<file path="src/rtl/i2c_bitphy_pkg.sv">
package i2c_bitphy_pkg;

    localparam int DIV_W_DEF = 16;

    typedef enum logic [1:0] {
        BC_START = 2'd0,
        BC_STOP  = 2'd1,
        BC_WRITE = 2'd2,
        BC_READ  = 2'd3
    } bit_cmd_e;

    typedef enum logic [1:0] {
        SL_A = 2'd0,
        SL_B = 2'd1,
        SL_C = 2'd2,
        SL_D = 2'd3
    } slice_e;

    // 1 = line released (pulled high), 0 = line driven low
    typedef struct packed {
        logic scl_rel;
        logic sda_rel;
    } line_t;

    localparam line_t LINES_FREE = '{scl_rel: 1'b1, sda_rel: 1'b1};

    function automatic line_t slice_lines(bit_cmd_e c, slice_e s, logic wbit);
        line_t l;
        l = LINES_FREE;
        unique case (c)
            BC_START: begin
                l.scl_rel = (s != SL_D);
                l.sda_rel = (s == SL_A) || (s == SL_B);
            end
            BC_STOP: begin
                l.scl_rel = (s != SL_A);
                l.sda_rel = (s == SL_D);
            end
            BC_WRITE: begin
                l.scl_rel = (s == SL_B) || (s == SL_C);
                l.sda_rel = wbit;
            end
            BC_READ: begin
                l.scl_rel = (s == SL_B) || (s == SL_C);
                l.sda_rel = 1'b1;
            end
            default: l = LINES_FREE;
        endcase
        return l;
    endfunction

    function automatic slice_e next_slice(slice_e s);
        return slice_e'(s + 2'd1);
    endfunction

endpackage

</file>
<file path="src/rtl/i2c_bit_prescale.sv">
module i2c_bit_prescale #(
    parameter int DIV_W = 16
) (
    input  logic             clk,
    input  logic             rst,
    input  logic             load,
    input  logic             run,
    input  logic [DIV_W-1:0] divisor,
    output logic             zero
);
    localparam logic [DIV_W-1:0] CNT_ZERO = '0;

    logic [DIV_W-1:0] cnt;

    always_ff @(posedge clk) begin
        if (rst) begin
            cnt <= CNT_ZERO;
        end else if (load) begin
            cnt <= divisor;
        end else if (run && (cnt != CNT_ZERO)) begin
            cnt <= cnt - 1'b1;
        end
    end

    assign zero = (cnt == CNT_ZERO);

    // the counter is reloaded before it could wrap below zero
    a_r6_no_underflow: assert property (@(posedge clk) disable iff (rst)
        (run && !load) |-> (cnt != CNT_ZERO));

    // an idle (frozen) counter keeps its value
    a_r7_frozen_count: assert property (@(posedge clk) disable iff (rst)
        (!run && !load) |=> $stable(cnt));

endmodule

</file>
<file path="src/rtl/i2c_bit_seq.sv">
module i2c_bit_seq
    import i2c_bitphy_pkg::*;
(
    input  logic     clk,
    input  logic     rst,
    input  logic     cmd_valid,
    input  bit_cmd_e cmd,
    input  logic     cmd_wbit,
    input  logic     cnt_zero,
    input  logic     scl_i,
    input  logic     sda_i,
    output logic     active,
    output logic     accept,
    output logic     step,
    output logic     stall,
    output line_t    lines,
    output logic     cmd_ack,
    output logic     rd_bit,
    output logic     arb_lost
);
    slice_e   ph;
    bit_cmd_e cmd_q;
    logic     wbit_q;
    line_t    hold_q;

    always_comb begin
        lines  = active ? slice_lines(cmd_q, ph, wbit_q) : hold_q;
        stall  = active && lines.scl_rel && !scl_i;
        accept = !active && cmd_valid;
        step   = active && !stall && cnt_zero;
    end

    always_ff @(posedge clk) begin
        if (rst) begin
            active   <= 1'b0;
            ph       <= SL_A;
            cmd_q    <= BC_START;
            wbit_q   <= 1'b0;
            hold_q   <= LINES_FREE;
            cmd_ack  <= 1'b0;
            rd_bit   <= 1'b0;
            arb_lost <= 1'b0;
        end else begin
            cmd_ack <= 1'b0;
            if (accept) begin
                active   <= 1'b1;
                ph       <= SL_A;
                cmd_q    <= cmd;
                wbit_q   <= cmd_wbit;
                arb_lost <= 1'b0;
            end else if (step) begin
                if (ph == SL_D) begin
                    active  <= 1'b0;
                    hold_q  <= lines;
                    cmd_ack <= 1'b1;
                end else begin
                    ph <= next_slice(ph);
                end
                if ((ph == SL_B) && (cmd_q == BC_READ)) begin
                    rd_bit <= sda_i;
                end
            end
            if (active && lines.sda_rel && (cmd_q != BC_READ) && scl_i && !sda_i) begin
                arb_lost <= 1'b1;
            end
        end
    end

    // completion pulse never lasts two cycles
    a_r8_ack_single: assert property (@(posedge clk) disable iff (rst)
        cmd_ack |=> !cmd_ack);

    // a stretched clock freezes the slice
    a_r7_stretch_holds_slice: assert property (@(posedge clk) disable iff (rst)
        (active && lines.scl_rel && !scl_i) |=> (active && $stable(ph)));

    // during data bits SDA moves only while SCL is driven low
    a_r4_sda_moves_scl_low: assert property (@(posedge clk) disable iff (rst)
        (active && ((cmd_q == BC_WRITE) || (cmd_q == BC_READ)) && !$stable(lines.sda_rel))
        |-> !lines.scl_rel);

    // a running command is not replaced by a new request
    a_r10_cmd_locked: assert property (@(posedge clk) disable iff (rst)
        (active && $past(active)) |-> $stable(cmd_q));

endmodule

</file>
<file path="src/rtl/i2c_bus_watch.sv">
module i2c_bus_watch (
    input  logic clk,
    input  logic rst,
    input  logic scl_i,
    input  logic sda_i,
    output logic busy
);
    logic scl_q;
    logic sda_q;
    logic start_seen;
    logic stop_seen;

    always_comb begin
        start_seen = scl_i && scl_q && sda_q && !sda_i;
        stop_seen  = scl_i && scl_q && !sda_q && sda_i;
    end

    always_ff @(posedge clk) begin
        if (rst) begin
            scl_q <= 1'b1;
            sda_q <= 1'b1;
            busy  <= 1'b0;
        end else begin
            scl_q <= scl_i;
            sda_q <= sda_i;
            if (start_seen) begin
                busy <= 1'b1;
            end else if (stop_seen) begin
                busy <= 1'b0;
            end
        end
    end

    // busy only rises after SDA was seen low with SCL high
    a_r11_busy_rise: assert property (@(posedge clk) disable iff (rst)
        $rose(busy) |-> $past(scl_i && !sda_i));

    // busy only clears after SDA was seen high with SCL high
    a_r11_busy_fall: assert property (@(posedge clk) disable iff (rst)
        $fell(busy) |-> $past(scl_i && sda_i));

endmodule

</file>
<file path="src/rtl/i2c_bitphy.sv">
module i2c_bitphy
    import i2c_bitphy_pkg::*;
#(
    parameter int DIV_W = DIV_W_DEF
) (
    input  logic             clk,
    input  logic             rst,
    input  logic [DIV_W-1:0] divisor,
    input  logic             cmd_valid,
    input  logic [1:0]       cmd,
    input  logic             cmd_wbit,
    output logic             cmd_ack,
    output logic             rd_bit,
    output logic             bus_busy,
    output logic             arb_lost,
    input  logic             scl_i,
    output logic             scl_o,
    output logic             scl_oe_n,
    input  logic             sda_i,
    output logic             sda_o,
    output logic             sda_oe_n
);
    logic  active;
    logic  accept;
    logic  step;
    logic  stall;
    logic  cnt_zero;
    line_t lines;

    i2c_bit_seq u_seq (
        .clk      (clk),
        .rst      (rst),
        .cmd_valid(cmd_valid),
        .cmd      (bit_cmd_e'(cmd)),
        .cmd_wbit (cmd_wbit),
        .cnt_zero (cnt_zero),
        .scl_i    (scl_i),
        .sda_i    (sda_i),
        .active   (active),
        .accept   (accept),
        .step     (step),
        .stall    (stall),
        .lines    (lines),
        .cmd_ack  (cmd_ack),
        .rd_bit   (rd_bit),
        .arb_lost (arb_lost)
    );

    i2c_bit_prescale #(.DIV_W(DIV_W)) u_pre (
        .clk    (clk),
        .rst    (rst),
        .load   (accept || step),
        .run    (active && !stall),
        .divisor(divisor),
        .zero   (cnt_zero)
    );

    i2c_bus_watch u_watch (
        .clk  (clk),
        .rst  (rst),
        .scl_i(scl_i),
        .sda_i(sda_i),
        .busy (bus_busy)
    );

    assign scl_o    = 1'b0;
    assign sda_o    = 1'b0;
    assign scl_oe_n = lines.scl_rel;
    assign sda_oe_n = lines.sda_rel;

    // the open-drain outputs never drive a high level
    a_r1_open_drain: assert property (@(posedge clk) disable iff (rst)
        (!scl_o && !sda_o));

endmodule

</file>
<file path="config.mk">
export PLATFORM = sky130hd
export DESIGN_NAME = i2c_bitphy
export DESIGN_NICKNAME = d
export VERILOG_FILES = /design/src/rtl/i2c_bitphy_pkg.sv /design/src/rtl/i2c_bit_prescale.sv /design/src/rtl/i2c_bit_seq.sv /design/src/rtl/i2c_bus_watch.sv /design/src/rtl/i2c_bitphy.sv
export SDC_FILE = /design/constraint.sdc
export NUM_CORES = 1
export LEC_CHECK = 0
export ABC_CLOCK_PERIOD_IN_PS = 2600
export BUFFER_PORTS_ARGS = -buffer_cell sky130_fd_sc_hd__buf_2
export CAP_MARGIN = 25
export CELL_PAD_IN_SITES_DETAIL_PLACEMENT = 0
export CELL_PAD_IN_SITES_GLOBAL_PLACEMENT = 1
export CORE_MARGIN = 2
export CORE_UTILIZATION = 37
export DETAILED_ROUTE_END_ITERATION = 8
export PLACE_DENSITY = 0.77
export SETUP_SLACK_MARGIN = 0.4
export SLEW_MARGIN = 15
export SYNTH_ARGS = -nofsm -noshare
export SYNTH_HDL_FRONTEND = slang
export SYNTH_HIERARCHICAL = 1
export SYNTH_SLANG_ARGS = --single-unit
</file>
<file path="constraint.sdc">
create_clock -name clk -period 2.6 [get_ports clk]
set_input_delay 0.26 -clock clk [delete_from_list [all_inputs] [get_ports clk]]
set_output_delay 0.26 -clock clk [all_outputs]
set_load 0.02 [all_outputs]
</file>
==> reports/results.ini <==
[worst_setup_path]
crit_path_max_fanout = 4
critical_path_required_ps = 2740
crit_type = reg -> reg
critPathTopFamily = simple AND/OR/NAND/NOR gates
r2r-end = u_pre/cnt[9]$_SDFFE_PP0P_
critPathBufInv = 1
worstRegToRegCells = 9
critPathLaunchType = register
timing.reg2reg.setup_slack_ps = 320
critPathSlowestCell = or4_4
end_kind = register
max_stage_delay_ps = 530
critical_path.cell_chain = or4_4, and4bb_4, nand2_4, a211oi_4, or2_4, buf_6, nor2_2, a21oi_2, o221ai_1
rr_startpoint = u_pre/cnt[7]$_SDFFE_PP0P_
arrival_ps = 2420

[global_routing]
gr-total-overflow = 0
grt_pass1_wl_um = 7410
grt_max_degree = 30
antenna_found_initial = 0
groute.usage.overall_pct = 18.7
grt_pass1_vias = 1589

[sta]
slew_headroom_pct = 59.1
hold_viol = 0
fin_crit_sh_pct = 87.9
worst_pin_slew_ps = 613
slew_viol_final = 0
clock_skew_ps = 8.07
setup_viol = 0
fmax_mhz = 438
rsz0062_at_grt = true
setup_tns_ps = 0
period_needed_ps = 2280

[clock_tree]
cts-root-buf = clkbuf_8
cts_buffers = 5
cts_tree = built
clk_pin_slew_ps = 70
clk_path_buf_depth = 2
clock-sinks = 30
htreeDepth = 2
clkLatencyLatePin_ps = 290

[finish]
seq_area_um2 = 614
multiInputGateArea_um2 = 1220
layout_common_cells = buf_2 (29), dfxtp_1 (23), buf_4 (22)
n_antenna_cell = 0
drive_gt1_share_pct = 46.3
final_common_cell = buf_2
nets = 284
areaGrowthSynthToFinish_pct = 47.7
nFillCells = 396

[route]
wl_per_cell_um = 15.0
dr.pass1.iters = 4
ant_nets = 0
drt-initial-drc-count = 88
drt-total-wl_um = 4630
drt-vias-per-instance = 5.35
via_count = 1654
post-route-drc-count = 0

[logic_synthesis]
async_reset_ff_share_pct = 0
synth_warnings = 6
yosys.cell_types.count = 53
syn_area_um2 = 1680
synth_area_per_cell_um2 = 8.54
synthCells = 197
ys.flop_type = dfxtp_1
synth_edf_count = 0
synth-seq-cells = 30
yosysSeqAreaShare_pct = 35.7

[floorplanning]
ioPinCount = 32
initial_core_util_pct = 38.6
die-area_um2 = 5100
core_um2 = 4350
fp.dieW_um = 71.4
die-height_um = 71.4
fp-row-count = 24

[power]
p_leak_nw = 0.972
power_density_nw_per_um2 = 514
p_total_mw = 1.28
ir_drop_mv = 0.281

[job]
maxCapViolations = 0

[hold_path]
hp-start = cmd[1]
hold-path-cell-count = 3
hold_path_class = in -> reg
holdPathEnd = u_seq/cmd_q[1]$_SDFFE_PP0P_

[placement]
place_hpwl_um = 2740
finalWeightedCongestion = 0.746
portBuffers = 29

[outcome]
status = finished, final reports clean

## logic make-up (layout without fill, tap and decap cells)
kind of cell	count (synthesis)	count (layout)	synth area share, %
adder cells (fa/ha/maj)	4	4	2.97
other	1	2	0.223
XOR/XNOR	9	9	4.68
AND/OR/NAND/NOR	88	88	28.3
buffers and inverters	17	76	5.65
AO/OA/AOI/OAI	43	43	19.5
flip-flops	30	30	35.7
multiplexers	5	5	2.97
## cell type report
type                            instances  share of cell area (%)
Clock inverter                          1                   0.201
Clock buffer                            7                    3.47
Timing Repair Buffer                   58                    16.9
Multi-Input combinational cell        151                    49.0
Tap cell                               52                    2.62
Sequential cell                        30                    24.7
Timing Repair inverter                  3                    1.56
Inverter                                7                    1.56
## routing by layer
metal  up-vias  track usage (%)  part of all wire [%]
met2        41             32.4                    51
met4         0             7.55                   1.4
li1        833                -                     -
met5         -                0                     0
met3         5             3.38                   4.6
met1       775             22.7                    43
## stage by stage
step	hold slack (ps)	instances	util, %	cell area (µm²)	setup slack, ps
2_1_floorplan	329	198	-	1780	248
3_3_place_gp	453	277	45.2	1970	105
3_5_place_dp	457	277	45.2	1970	97.3
4_1_cts	198	304	53.2	2320	375
5_1_grt	213	309	57.1	2490	252
6_report	201	309	57.1	2490	315
## flip-flops by register name (all words and copies together) (netlist names), 2 cells and up
| register | cells |
|---|---|
| u_pre/cnt | 16 |
| u_seq/cmd_q | 2 |
| u_seq/hold_q | 2 |
| u_seq/ph | 2 |
## synthesized netlist by cell type (2+ instances only)
cell type | number | area [µm²]
nor2_1 | 24 | 90.1
o221ai_1 | 2 | 17.5
xnor2_1 | 9 | 78.8
o21ai_0 | 4 | 20.0
buf_4 | 2 | 15.0
a21oi_1 | 10 | 50.1
nor3b_1 | 3 | 22.5
clkbuf_1 | 5 | 18.8
nor4_1 | 4 | 25.0
o21bai_1 | 3 | 22.5
a31oi_1 | 2 | 12.5
a211oi_1 | 8 | 60.1
a311oi_1 | 3 | 26.3
inv_1 | 6 | 22.5
ha_1 | 4 | 50.1
mux2i_1 | 5 | 50.1
nand2_1 | 17 | 63.8
nor3_1 | 8 | 40.0
dfxtp_1 | 30 | 601
or2_1 | 3 | 18.8
nand3_1 | 5 | 25.0
and3b_1 | 2 | 17.5
nor2b_1 | 4 | 25.0
and3_1 | 2 | 12.5
or3_2 | 3 | 22.5
o21ai_2 | 2 | 17.5
## worst reg2reg max path, delay by kind of cell (launching register included)
| kind | cells | cell delay, ps |
|---|---|---|
| flops | 1 | 340 |
| buf+inv | 1 | 120 |
| compound gates | 3 | 440 |
| simple gates | 5 | 1240 |
## how the worst max path moves through the flow
stage                                    startpoint                         end  slack (ps)  cells after the start
after detailed placement   u_seq/ph[1]$_SDFFE_PP0P_   u_pre/cnt[4]$_SDFFE_PP0P_         100                      9
after floorplan            u_seq/ph[0]$_SDFFE_PP0P_   u_pre/cnt[4]$_SDFFE_PP0P_         250                      9
final                     u_pre/cnt[7]$_SDFFE_PP0P_   u_pre/cnt[9]$_SDFFE_PP0P_         320                      9
after CTS                  u_seq/ph[0]$_SDFFE_PP0P_  u_pre/cnt[12]$_SDFFE_PP0P_         380                     10
after global routing       u_seq/ph[0]$_SDFFE_PP0P_  u_pre/cnt[12]$_SDFFE_PP0P_         250                     10
after global placement     u_seq/ph[0]$_SDFFE_PP0P_   u_pre/cnt[4]$_SDFFE_PP0P_         100                      9
## where the power goes
| part | switching [mW] | total, mW | internal [mW] |
|---|---|---|---|
| registers | 0.0345 | 0.529 | 0.495 |
| logic | 0.178 | 0.355 | 0.176 |
| clock network | 0.180 | 0.394 | 0.213 |
| total | 0.393 | 1.28 | 0.884 |
## timing repair
item,4_1_cts,5_1_grt
gates resized for setup,23,29
pin swaps,10,11
gates cloned,3,0
endpoints found under the hold margin,0,0
endpoints found under the setup margin,17,19
hold buffers,0,0
setup buffers,16,5
Note: power is estimated with default switching activity, not from simulation.
